### src/rtl/ecc_patch_pkg.sv
package ecc_patch_pkg;

  typedef enum logic [1:0] {
    ST_IDLE   = 2'd0,
    ST_READ   = 2'd1,
    ST_WRITE  = 2'd2,
    ST_FINISH = 2'd3
  } patchState_t;

  // strobes from control to datapath
  typedef struct packed {
    logic capture;    // snapshot the result bank and sector context
    logic clearDone;  // forget which slots were applied
    logic rdPhase;    // read cycle: latch the selected slot
    logic wrPhase;    // write cycle: mark the current slot applied
  } patchCtl_t;

endpackage

### src/rtl/ecc_patch_dp.sv
module ecc_patch_dp
  import ecc_patch_pkg::*;
#(
  parameter int          SLOTS     = 4,
  parameter int          OFF_W     = 9,
  parameter int          SEC_W     = 2,
  parameter int          SLOT_W    = 2,
  parameter logic [31:0] EMPTY_VAL = 32'h0000_0000,
  localparam int         ADDR_W    = OFF_W + SEC_W
) (
  input  logic                  clk,
  input  logic                  rstN,
  input  patchCtl_t             ctl,
  input  logic [SLOTS*32-1:0]   resultBank,
  input  logic [SEC_W-1:0]      sectorIdx,
  input  logic                  largePage,
  input  logic [7:0]            ramRdata,
  output logic                  anyPending,
  output logic [ADDR_W-1:0]     ramAddr,
  output logic [7:0]            ramWdata
);

  logic [SLOTS-1:0][31:0] snap;
  logic [SLOTS-1:0]       liveVec;
  logic [SLOTS-1:0]       doneFlag;
  logic [SLOTS-1:0]       pendVec;
  logic [SEC_W-1:0]       secReg;
  logic                   lpReg;
  logic [SLOT_W-1:0]      curSlot;
  logic [SLOT_W-1:0]      pendIdx;
  logic [31:0]            selWord;
  logic [31:0]            curWord;

  // snapshot of the bank and the sector context at pass acceptance
  always_ff @(posedge clk or negedge rstN) begin
    if (!rstN) begin
      snap   <= {SLOTS{EMPTY_VAL}};
      secReg <= '0;
      lpReg  <= 1'b0;
    end else if (ctl.capture) begin
      snap   <= resultBank;
      secReg <= sectorIdx;
      lpReg  <= largePage;
    end
  end

  generate
    for (genvar g = 0; g < SLOTS; g++) begin : g_live
      assign liveVec[g] = (snap[g] != EMPTY_VAL);
    end
  endgenerate

  assign pendVec    = liveVec & ~doneFlag;
  assign anyPending = |pendVec;

  // lowest pending slot wins
  always_comb begin
    pendIdx = '0;
    for (int i = SLOTS - 1; i >= 0; i--) begin
      if (pendVec[i]) pendIdx = i[SLOT_W-1:0];
    end
  end

  always_ff @(posedge clk or negedge rstN) begin
    if (!rstN) begin
      doneFlag <= '0;
      curSlot  <= '0;
    end else begin
      if (ctl.clearDone)    doneFlag <= '0;
      else if (ctl.wrPhase) doneFlag[curSlot] <= 1'b1;
      if (ctl.rdPhase)      curSlot <= pendIdx;
    end
  end

  function automatic logic [ADDR_W-1:0] buildAddr(input logic [31:0] word,
                                                  input logic lp,
                                                  input logic [SEC_W-1:0] sec);
    logic [OFF_W-1:0] off;
    off = word[16 +: OFF_W];
    return lp ? {sec, off} : {{SEC_W{1'b0}}, off};
  endfunction

  assign curWord  = snap[curSlot];
  assign selWord  = ctl.wrPhase ? curWord : snap[pendIdx];
  assign ramAddr  = buildAddr(selWord, lpReg, secReg);
  assign ramWdata = ramRdata ^ curWord[7:0];

endmodule

### src/rtl/ecc_patch_ctrl.sv
module ecc_patch_ctrl
  import ecc_patch_pkg::*;
(
  input  logic      clk,
  input  logic      rstN,
  input  logic      sectorStart,
  input  logic      decEnd,
  input  logic      decFail,
  input  logic      anyPending,
  output patchCtl_t ctl,
  output logic      busy,
  output logic      ramRe,
  output logic      ramWe,
  output logic      decClear,
  output logic      passDone,
  output logic      sectorFail
);

  patchState_t state, stateNext;
  logic        failReg, failNext;

  always_comb begin
    stateNext = state;
    failNext  = failReg;
    ctl       = '0;
    unique case (state)
      ST_IDLE: begin
        if (sectorStart) begin
          ctl.clearDone = 1'b1;
          failNext      = 1'b0;
        end else if (!failReg && decFail) begin
          failNext  = 1'b1;
          stateNext = ST_FINISH;
        end else if (!failReg && decEnd) begin
          ctl.capture = 1'b1;
          stateNext   = ST_READ;
        end
      end
      ST_READ: begin
        ctl.rdPhase = anyPending;
        stateNext   = anyPending ? ST_WRITE : ST_FINISH;
      end
      ST_WRITE: begin
        ctl.wrPhase = 1'b1;
        stateNext   = ST_READ;
      end
      default: stateNext = ST_IDLE;
    endcase
  end

  always_ff @(posedge clk or negedge rstN) begin
    if (!rstN) begin
      state   <= ST_IDLE;
      failReg <= 1'b0;
    end else begin
      state   <= stateNext;
      failReg <= failNext;
    end
  end

  assign busy       = (state != ST_IDLE);
  assign ramRe      = (state == ST_READ) && anyPending;
  assign ramWe      = (state == ST_WRITE);
  assign decClear   = (state == ST_FINISH);
  assign passDone   = (state == ST_FINISH) && !failReg;
  assign sectorFail = failReg;

endmodule

### src/rtl/ecc_patch.sv
module ecc_patch
  import ecc_patch_pkg::*;
#(
  parameter int          SLOTS        = 4,
  parameter int          SECTOR_BYTES = 512,
  parameter int          SECTORS      = 4,
  parameter logic [31:0] EMPTY_VAL    = 32'h0000_0000,
  localparam int         OFF_W        = $clog2(SECTOR_BYTES),
  localparam int         SEC_W        = (SECTORS > 1) ? $clog2(SECTORS) : 1,
  localparam int         SLOT_W       = (SLOTS > 1) ? $clog2(SLOTS) : 1,
  localparam int         ADDR_W       = OFF_W + SEC_W
) (
  input  logic                clk,
  input  logic                rstN,
  input  logic                sectorStart,
  input  logic [SEC_W-1:0]    sectorIdx,
  input  logic                largePage,
  input  logic [SLOTS*32-1:0] resultBank,
  input  logic                decEnd,
  input  logic                decFail,
  output logic                decClear,
  output logic                passDone,
  output logic                sectorFail,
  output logic                busy,
  output logic                ramRe,
  output logic                ramWe,
  output logic [ADDR_W-1:0]   ramAddr,
  output logic [7:0]          ramWdata,
  input  logic [7:0]          ramRdata
);

  patchCtl_t ctl;
  logic      anyPending;

  ecc_patch_ctrl ctrl_i (
    .clk        (clk),
    .rstN       (rstN),
    .sectorStart(sectorStart),
    .decEnd     (decEnd),
    .decFail    (decFail),
    .anyPending (anyPending),
    .ctl        (ctl),
    .busy       (busy),
    .ramRe      (ramRe),
    .ramWe      (ramWe),
    .decClear   (decClear),
    .passDone   (passDone),
    .sectorFail (sectorFail)
  );

  ecc_patch_dp #(
    .SLOTS    (SLOTS),
    .OFF_W    (OFF_W),
    .SEC_W    (SEC_W),
    .SLOT_W   (SLOT_W),
    .EMPTY_VAL(EMPTY_VAL)
  ) dp_i (
    .clk       (clk),
    .rstN      (rstN),
    .ctl       (ctl),
    .resultBank(resultBank),
    .sectorIdx (sectorIdx),
    .largePage (largePage),
    .ramRdata  (ramRdata),
    .anyPending(anyPending),
    .ramAddr   (ramAddr),
    .ramWdata  (ramWdata)
  );

endmodule

### config.mk
export PLATFORM = sky130hd
export DESIGN_NAME = ecc_patch
export DESIGN_NICKNAME = d
export VERILOG_FILES = /design/src/rtl/ecc_patch_pkg.sv /design/src/rtl/ecc_patch_dp.sv /design/src/rtl/ecc_patch_ctrl.sv /design/src/rtl/ecc_patch.sv
export SDC_FILE = /design/constraint.sdc
export NUM_CORES = 1
export LEC_CHECK = 0
export ABC_AREA = 1
export BUFFER_PORTS_ARGS = -buffer_cell sky130_fd_sc_hd__buf_2
export CORE_ASPECT_RATIO = 0.6
export CORE_MARGIN = 1.5
export CORE_UTILIZATION = 53
export DETAILED_ROUTE_END_ITERATION = 8
export GPL_TIMING_DRIVEN = 0
export PLACE_DENSITY_LB_ADDON = 0.05
export SYNTH_ARGS = -nofsm -noshare
export SYNTH_HDL_FRONTEND = slang
export SYNTH_SLANG_ARGS = --single-unit
### constraint.sdc
create_clock -name clk -period 2.14 [get_ports clk]
set_input_delay 0.214 -clock clk [delete_from_list [all_inputs] [get_ports clk]]
set_output_delay 0.214 -clock clk [all_outputs]
set_load 0.01 [all_outputs]
## Yosys cells after proc, flatten, opt, wreduce, memory -nomap -nowiden

Cells that the tools add are included.

- Flip-flop bits (word level): 140
- Bits of input ports: 144
- Output and inout bits: 25
- Word-level logic and storage cells: 67

- Order comparisons: 3
- Equal/unequal tests: 5
- Mux-type cells: 28
- Bitwise logic cells: 4
- Reductions and logical operators: 17

Operators by type and width:

| operator | count |
|---|---|
| $bmux 32 s2 | 2 |
| $reduce_bool 32->1 | 4 |
| $mux 25 | 3 |
| $mux 2 | 8 |
| $mux 11 | 1 |
| $mux 1 | 10 |
| $mux 4 | 2 |
| $xor 8x8->8 | 1 |
| $lt 2x3->1 const B | 2 |
| $pmux 2 s3 | 1 |
| $reduce_bool 2->1 | 3 |
| $logic_and 1x1->1 | 5 |
| $and 4x4->4 | 1 |
| $eq 2x2->1 const B | 2 |
| $not 4->4 | 1 |
| $or 4x4->4 | 1 |
| $reduce_and 2->1 | 2 |
| $reduce_or 4->1 | 1 |
| $ne 3x1->1 const B | 1 |
| $demux 1 s2 | 1 |
| $eq 2x1->1 const B | 1 |
| $ge 2x1->1 const B | 1 |
| $logic_not 2->1 | 1 |
| $ne 2x2->1 const B | 1 |
| $logic_not 1->1 | 1 |

## Logic depth before layout (Yosys ltp)

Gate-level depths: netlist of the first run.

- Word-level depth: 10
- Gate-level depth with buffers: 15
- Depth with buffers taken out: 14

## Modules after synthesis

From an unflattened synthesis of the first run, not the netlist that was laid out.

- Cell total of the unflattened synthesis: 797
- Area, all modules: 6799.0 µm²

Modules (own cells, without submodules):

| module | times used | cells an instance | area each (µm²) | seq. area each (µm²) |
|---|---|---|---|---|
| ecc_patch_dp | 1 | 765 | 6591.3 | 3428.3 |
| ecc_patch_ctrl | 1 | 32 | 207.7 | 75.1 |

## Least setup slack after synthesis of the first run

Ideal clock, no wire load.

- Kind: reg2out
- Start point: reg dp_i.snap[6] (netlist name)
- End point: out ramAddr[0]
- Arrival time: 1.516 ns
- Required time: 1.926 ns
- Path slack: 0.410 ns
- Stages on the path, launching flop included: 13
- Path buffers: 1
- Cell sequence: dfrtp_1 nor2_1 nand2_1 nor2_1 nand4_1 nand2_2 buf_4 nand2_1 nor2_4 nand3_1 nand2_1 nand2_1 nand2_1

- Longest elaborated chain between the ends: 7

Ends and longest elaborated chain:

| element | RTL line | text |
|---|---|---|
| from (decl) | ecc_patch_dp.sv:23 | `logic [SLOTS-1:0][31:0] snap;` |
| from (signal assigned) | ecc_patch_dp.sv:37 | `snap <= {SLOTS{EMPTY_VAL}};` |
| from (signal assigned) | ecc_patch_dp.sv:41 | `snap <= resultBank;` |
| $reduce_bool 32->1 | ecc_patch_dp.sv:49 | `assign liveVec[g] = (snap[g] != EMPTY_VAL);` |
| $and 4x4->4 | ecc_patch_dp.sv:53 | `assign pendVec = liveVec & ~doneFlag;` |
| $mux 2 | ecc_patch_dp.sv:60 | `if (pendVec[i]) pendIdx = i[SLOT_W-1:0];` |
| $bmux 32 s2 | ecc_patch_dp.sv:84 | `assign selWord = ctl.wrPhase ? curWord : snap[pendIdx];` |
| $mux 25 (not written as such) | ecc_patch_dp.sv:84 |  |
| $mux 25 | ecc_patch_dp.sv:84 |  |
| $mux 11 | ecc_patch_dp.sv:80 | `return lp ? {sec, off} : {{SEC_W{1'b0}}, off};` |
| to (decl) | ecc_patch.sv:27 | `output logic [ADDR_W-1:0] ramAddr,` |

No other way between the ends. The select of a mux whose other input is x is not followed.

## Worst setup path after layout of the first run

- Start point: reg dp_i.snap[63] (netlist name)
- End point: out ramAddr[2]

- Longest elaborated chain between the ends: 8

Ends and longest elaborated chain:

| element | RTL line |
|---|---|
| $reduce_bool 32->1 | ecc_patch_dp.sv:49 |
| $and 4x4->4 | ecc_patch_dp.sv:53 |
| $mux 2 (2 in a row) | ecc_patch_dp.sv:60 |
| $bmux 32 s2 | ecc_patch_dp.sv:84 |
| $mux 25 (not written as such) | ecc_patch_dp.sv:84 |
| $mux 25 | ecc_patch_dp.sv:84 |
| $mux 11 | ecc_patch_dp.sv:80 |

No other way between the ends. The select of a mux whose other input is x is not followed.

==> results of run 1 <==
[where the power goes]
part | total [mW] | switching, mW | internal (mW)
Clock | 3.02 | 1.25 | 1.77
Combinational | 5.42 | 3.02 | 2.40
Sequential | 4.73 | 0.844 | 3.88
[worst paths after layout]
kind,cells after the start,from,end
worst max-delay path,13,dp_i.snap[63],ramAddr[2]
worst min-delay path,2,resultBank[58],dp_i.snap[58]
worst max register to register,11,dp_i.snap[63],dp_i.curSlot[1]
worst min register to register,1,dp_i.snap[77],dp_i.snap[77]
max in group asynchronous,3,rstN,dp_i.curSlot[1]
min in group asynchronous,2,rstN,dp_i.snap[46]
[area by class of cell]
cell class              instances  share of cell area
plain buffers                  26              0.0191
clock buffers                  18              0.0492
clock inverters                14              0.0177
inverters                      64              0.0286
multi-input cells             477               0.350
flip-flops and latches        140               0.393
well taps                     165              0.0231
repair buffers                188               0.119
[through the flow]
step | setup TNS [ns] | area, sq um
global placement | -134.54 | 7690
detailed placement | -2.29 | 7720
floorplan | 0 | 6640
global route | -5.54 | 8920
CTS | -5.38 | 8740
finish | -4.39 | 8920
[metal layers]
metal,track usage,part of all wire
met1,0.471,0.47
met2,0.477,0.44
met3,0.0763,0.086
met4,0.0927,0.011
met5,0,0
[kinds of logic after synthesis]
| logic type | after synthesis | synth area share |
|---|---|---|
| AND/OR/NAND/NOR | 285 | 0.175 |
| XOR/XNOR | 8 | 0.0106 |
| AO/OA/AOI/OAI | 93 | 0.0793 |
| multiplexers | 89 | 0.151 |
| flip-flops | 140 | 0.528 |
| buffers and inverters | 90 | 0.0560 |
[cells in the final DEF, fill, tap and decap left out, types with 16 or more instances in the layout]
cell type    n
inv_1       45
clkbuf_16   17
mux2_2      89
buf_4       16
dfrtp_1    138
buf_2      180
nor2_1     110
a21oi_1     49
nand2_1     87
nand2_2     18
nand3_1     25
[registers in the layout, indices dropped and copies added, names as in the netlist]
name and flops:
dp_i.lpReg 1, ctrl_i.sectorFail 1, dp_i.curSlot 2, dp_i.snap 128, ctrl_i.state 2, dp_i.secReg 2
dp_i.doneFlag 4
[timing repair]
action,4_1_cts,5_1_grt
gates cloned,3,0
setup endpoints to repair,18,44
gates resized for setup,68,59
setup buffers,13,4
hold buffers,1,0
pin swaps,22,27
endpoints found under the hold margin,40,0
==> reports/summary.txt, run 1 <==
leakage power = 4.42 nW
failing checks = negative setup slack
Post-synth ARST share = 1.00
RSZ-0062 raised after global routing = true
Setup WS post-layout = -0.485 ns
Skew-Pair Late Insertion Delay = 0.42 ns
synthesized area = 0.00664 sq mm
H-Tree Depth = 4
First-pass DRT Iterations = 5
Core Footprint = 0.0121 sq mm
min Tclk post-route = 2.63 ns
register area share after synthesis = 0.528
I/O pin cnt = 169
CP Launch Type = flip-flop
detailed-route via count = 5973
hold slack = 0.0218 ns
Crit-path slowest cell = dfrtp_1
max-cap viol count = 0
Yosys Warn Count = 0
Worst-path clk slew = 0.07 ns
DR WL/cell = 18.8 microns
initial core utilization = 0.547
hpwl dp = 14800 microns
fin nets = 1058
status = finished, violations left
syn_area_per_cell = 9.42 sq um
# port buffers = 168
CTS Sinks = 140
worst min path class = in -> reg
root buffer cell = clkbuf_16
First DRT Iteration DRCs = 453
Tot GR Track Use = 0.321
Placed Cells = 1039
Antenna Nets Post-Route = 0
antenna cells = 0
Hold Vio Cnt, Final = 0
Die Ht = 89.7 microns
Die ar. = 0.0132 sq mm
Finished Layout Cells = 1092
Synth area leaders = dfrtp_1 53%, mux2_2 15%, nor2_1 7.0%
Syn Nets = 849
vias in the first global route = 5783
most frequent cell after synthesis = dfrtp_1
Cell Pwr Density = 1480 mW/mm^2
pin count of the biggest net entering global routing = 101
total gr overflow = 0
relative slew slack = 0.577
setup violators final = 10
Max clock buf depth = 2
TritonCTS clock tree = yes
WS Path Type = reg -> out
Tcrit/Tclk final = 1.23
worst path cell trace = nor2_4 -> nand2_2 -> nor2_4 -> nand4_1 -> nand2_2 -> buf_6 -> nand2_8 -> nor2_4 -> nand3_1 -> nand2_1 -> nand2_1 -> nand2_1 -> buf_2
worst slew pin tran = 0.635 ns
Most used DFF post-synth = dfrtp_1
Arr. time, crit path = 2.41 ns
antenna violations before repair = 0
Largest delay share family, worst path = simple AND/OR/NAND/NOR gates
share of cells above drive strength 1 = 0.447
CP Capture Type = output pin
FILL cells = 897
Area Overhead vs Synth = 34.4%
register area = 0.00351 sq mm
Placement Setup Slack = -0.274 ns
crit-path max cell delay = 0.42 ns
die width = 147 microns
Max Freq = 381 MHz
Num CTS Buffers = 17
num rows = 31
fin. max-slew vios = 0
synthesized instance count = 705
Crit path buffers/inverters = 2
Worst Path Max Fanout = 5
drc violations = 0
cell taking the most area after synthesis = dfrtp_1
top cell type's share of synthesized area = 0.528
final core occ = 0.735
Post-Route WL = 20500 microns
Peak supply drop = 0.000752 V
routability cong. = 0.865
FF-to-FF setup slack = 0.10 ns
first-pass GRT wire length = 31400 microns
Via-to-Cell Ratio = 5.47
number of synthesized flops with an enable pin = 0
overall power = 13.2 mW
Post-synth top cells = 140 x dfrtp_1, 124 x nor2_1, 108 x nand2_1, 89 x mux2_2, 59 x inv_1
flops & latches, synth = 140
Synth cell types = 26
critical path required time = 1.93 ns
clk_skew = 0.0143 ns
Multi-input gate area = 0.00313 sq mm
No activity file was read; power rests on OpenSTA's default activity.
==> run 2, diff against run 1 <==
CORE_UTILIZATION = 55   (was 53)
CTS_BUF_LIST = sky130_fd_sc_hd__clkbuf_4   (was unset)
==> run 2 against run 1 <==
Against the previous run: the flow still finishes with violations (negative setup slack); sequential power about the same; wire length up 22%; flip-flop and latch count unchanged; count of clock-buffer cells in the layout down 1; hold slack better by 0.10 ns; setup slack worse by 0.23 ns; largest cell class unchanged; highest routed layer unchanged.
==> reports/summary.txt, run 2 (synthesis gave the netlist of run 1 again) <==
status = finished, violations left
failing checks = negative setup slack
setup violators final = 18 (+8)
CP Launch Type = flip-flop
antenna violations before repair = 0 (unchanged)
num rows = 30 (-3.2%)
Crit path buffers/inverters = 2 (unchanged)
first-pass GRT wire length = 35700 microns (+14%)
Setup WS post-layout = -0.717 ns (-0.232 ns)
Setup crit start = dp_i.snap[107]
pin count of the biggest net entering global routing = 104 (+3.0%)
share of cells above drive strength 1 = 0.415 (-0.0321)
hpwl dp = 14200 microns (-3.8%)
drc violations = 0 (unchanged)
Skew-Pair Late Insertion Delay = 0.55 ns (+0.13 ns)
Die ar. = 0.0128 sq mm (-3.5%)
Post-Route WL = 25000 microns (+22%)
final core occ = 0.882 (+0.147)
die width = 145 microns (-1.8%)
root buffer cell = clkbuf_4
crit-path max cell delay = 0.43 ns (about the same)
worst min path class = in -> async
CP Capture Type = output pin
Area Overhead vs Synth = 53.2%
post-route cell area = 0.0102 sq mm (+14%)
detailed-route via count = 7019 (+18%)
area post-placement = 0.00771 sq mm (about the same)
worst path cell trace = nor2_1 -> nand2_1 -> nor2_1 -> nand2_2 -> nor2_4 -> nor2_1 -> nand2_2 -> nand2_8 -> nand2_8 -> clkbuf_16 -> nand2_1 -> nand3_1 -> nand2_1 -> nand2_1 -> nand2_1 -> buf_2
Worst-path clk slew = 0.12 ns (+0.05 ns)
register name with the most flops = dp_i.snap
CP most frequent cell = nand2_1
RSZ-0062 raised after global routing = true
routability cong. = 0.896 (+3.5%)
Arr. time, crit path = 2.64 ns (+0.23 ns)
# port buffers = 168 (unchanged)
Max clock buf depth = 2 (unchanged)
First-pass DRT Iterations = 8 (+3)
leakage power = 4.98 nW (+13%)
overall power = 12.6 mW (-4.0%)
Max Freq = 350 MHz (-8.1%)
critical path required time = 1.93 ns (about the same)
Crit-path slowest cell = dfrtp_1
fin nets = 1222 (+16%)
Largest delay share family, worst path = simple AND/OR/NAND/NOR gates
clk_skew = 0.0180 ns (+0.00368 ns)
min Tclk post-route = 2.86 ns (+0.232 ns)
Peak supply drop = 0.000679 V (-9.6%)
R2R cell count = 12 (+1)
max reg flops = 128 (unchanged)
Die Ht = 88.1 microns (-1.8%)
relative slew slack = 0.605 (+0.0281)
Tcrit/Tclk final = 1.34 (+0.108)
commonest cells after routing, fill and taps aside = 180 x buf_2, 138 x dfrtp_1, 133 x dlygate4sd3_1, 105 x nor2_1, 89 x mux2_2
DR WL/cell = 20.1 microns (+6.7%)
TritonCTS clock tree = yes
Num CTS Buffers = 17 (unchanged)
I/O pin cnt = 169 (unchanged)
Via-to-Cell Ratio = 5.62 (+2.8%)
Core Footprint = 0.0115 sq mm (-5.1%)
H-Tree Depth = 4 (unchanged)
Critical R2R Launch = dp_i.snap[86]
Levels on crit path = 16 (+3)
antenna cells = 0 (unchanged)
vias in the first global route = 6907 (+19%)
Cell Pwr Density = 1240 mW/mm^2 (-16%)
Worst Path Max Fanout = 5 (unchanged)
initial core utilization = 0.576 (+0.0293)
First DRT Iteration DRCs = 710 (+57%)
commonest non-fill, non-tap cell in the layout = buf_2
max-cap viol count = 0 (unchanged)
Antenna Nets Post-Route = 0 (unchanged)
CTS Sinks = 140 (unchanged)
WS Path Type = reg -> out
worst slew pin tran = 0.592 ns (-0.0421 ns)
Top Registers = dp_i.snap (128), dp_i.doneFlag (4)
Tot GR Track Use = 0.384 (+0.0634)
FILL cells = 515 (-43%)
total gr overflow = 0 (unchanged)
Hold Vio Cnt, Final = 0 (unchanged)
fin. max-slew vios = 0 (unchanged)
## run 2: metrics by stage
stage	TNS, ns	cells	hold WS (ns)	setup WS [ns]
6_report	-7.51	1248	0.127	-0.717
5_1_grt	-9.50	1248	0.134	-0.825
4_1_cts	-5.58	1221	0.104	-0.561
3_5_place_dp	-1.48	1034	0.139	-0.196
3_3_place_gp	-131.29	1033	0.446	-0.941
2_1_floorplan	0	705	-0.0816	0.410
## run 2: power by group
| group | total [mW] | switching, mW | leakage (nW) | internal (mW) |
|---|---|---|---|---|
| registers | 4.76 | 0.893 | 1.65 | 3.87 |
| clock network | 1.58 | 1.03 | 0.124 | 0.550 |
| logic | 6.30 | 3.37 | 3.20 | 2.93 |
## run 2: path summary, 6_finish.rpt
path / endpoint / slack [ns]
worst max-delay path: ramAddr[3] / -0.72
worst min-delay path: dp_i.snap[46] / 0.13
worst max register to register: dp_i.curSlot[1] / 0.11
worst min register to register: dp_i.snap[26] / 0.52
max in group asynchronous: dp_i.curSlot[1] / 1.16
min in group clk: ctrl_i.state[1] / 0.13
## run 2: worst register-to-register path, stage by stage (launching register included)
cell and delay, ns:
dfrtp_1 0.42, nor2_1 0.17, nand2_1 0.10, nor2_1 0.15, nand2_2 0.10, o21ai_4 0.18, o21ai_2 0.13, inv_1 0.20
nand2_1 0.14, nand2_2 0.10, buf_4 0.12, nand2_1 0.06, o21ai_0 0.08
## run 2: area by class of cell
type / count / area [sq um] / area share
clock inverters: 12 / 103 / 0.0101
flip-flops and latches: 140 / 3510 / 0.345
inverters: 64 / 270 / 0.0266
well taps: 160 / 200 / 0.0197
multi-input cells: 477 / 3150 / 0.310
repair buffers: 352 / 2640 / 0.260
plain buffers: 26 / 171 / 0.0169
clock buffers: 17 / 128 / 0.0126
## run 2: what timing repair did
action | CTS | global route
setup endpoints to repair | 19 | 24
pin swaps | 20 | 34
gates resized for setup | 67 | 71
endpoints found under the hold margin | 169 | 0
buffers inserted | 23 | 25
hold buffers | 133 | 0
cloned | 2 | 2
## run 2: layer usage
metal  global-route usage  wire, microns  vias to the layer above
li1                     -              -                     3085
met1                0.485           9940                     3395
met2                0.633          11800                      456
met3                0.110           2500                       83
met4                0.152            770                        0
met5                    0              0                        -
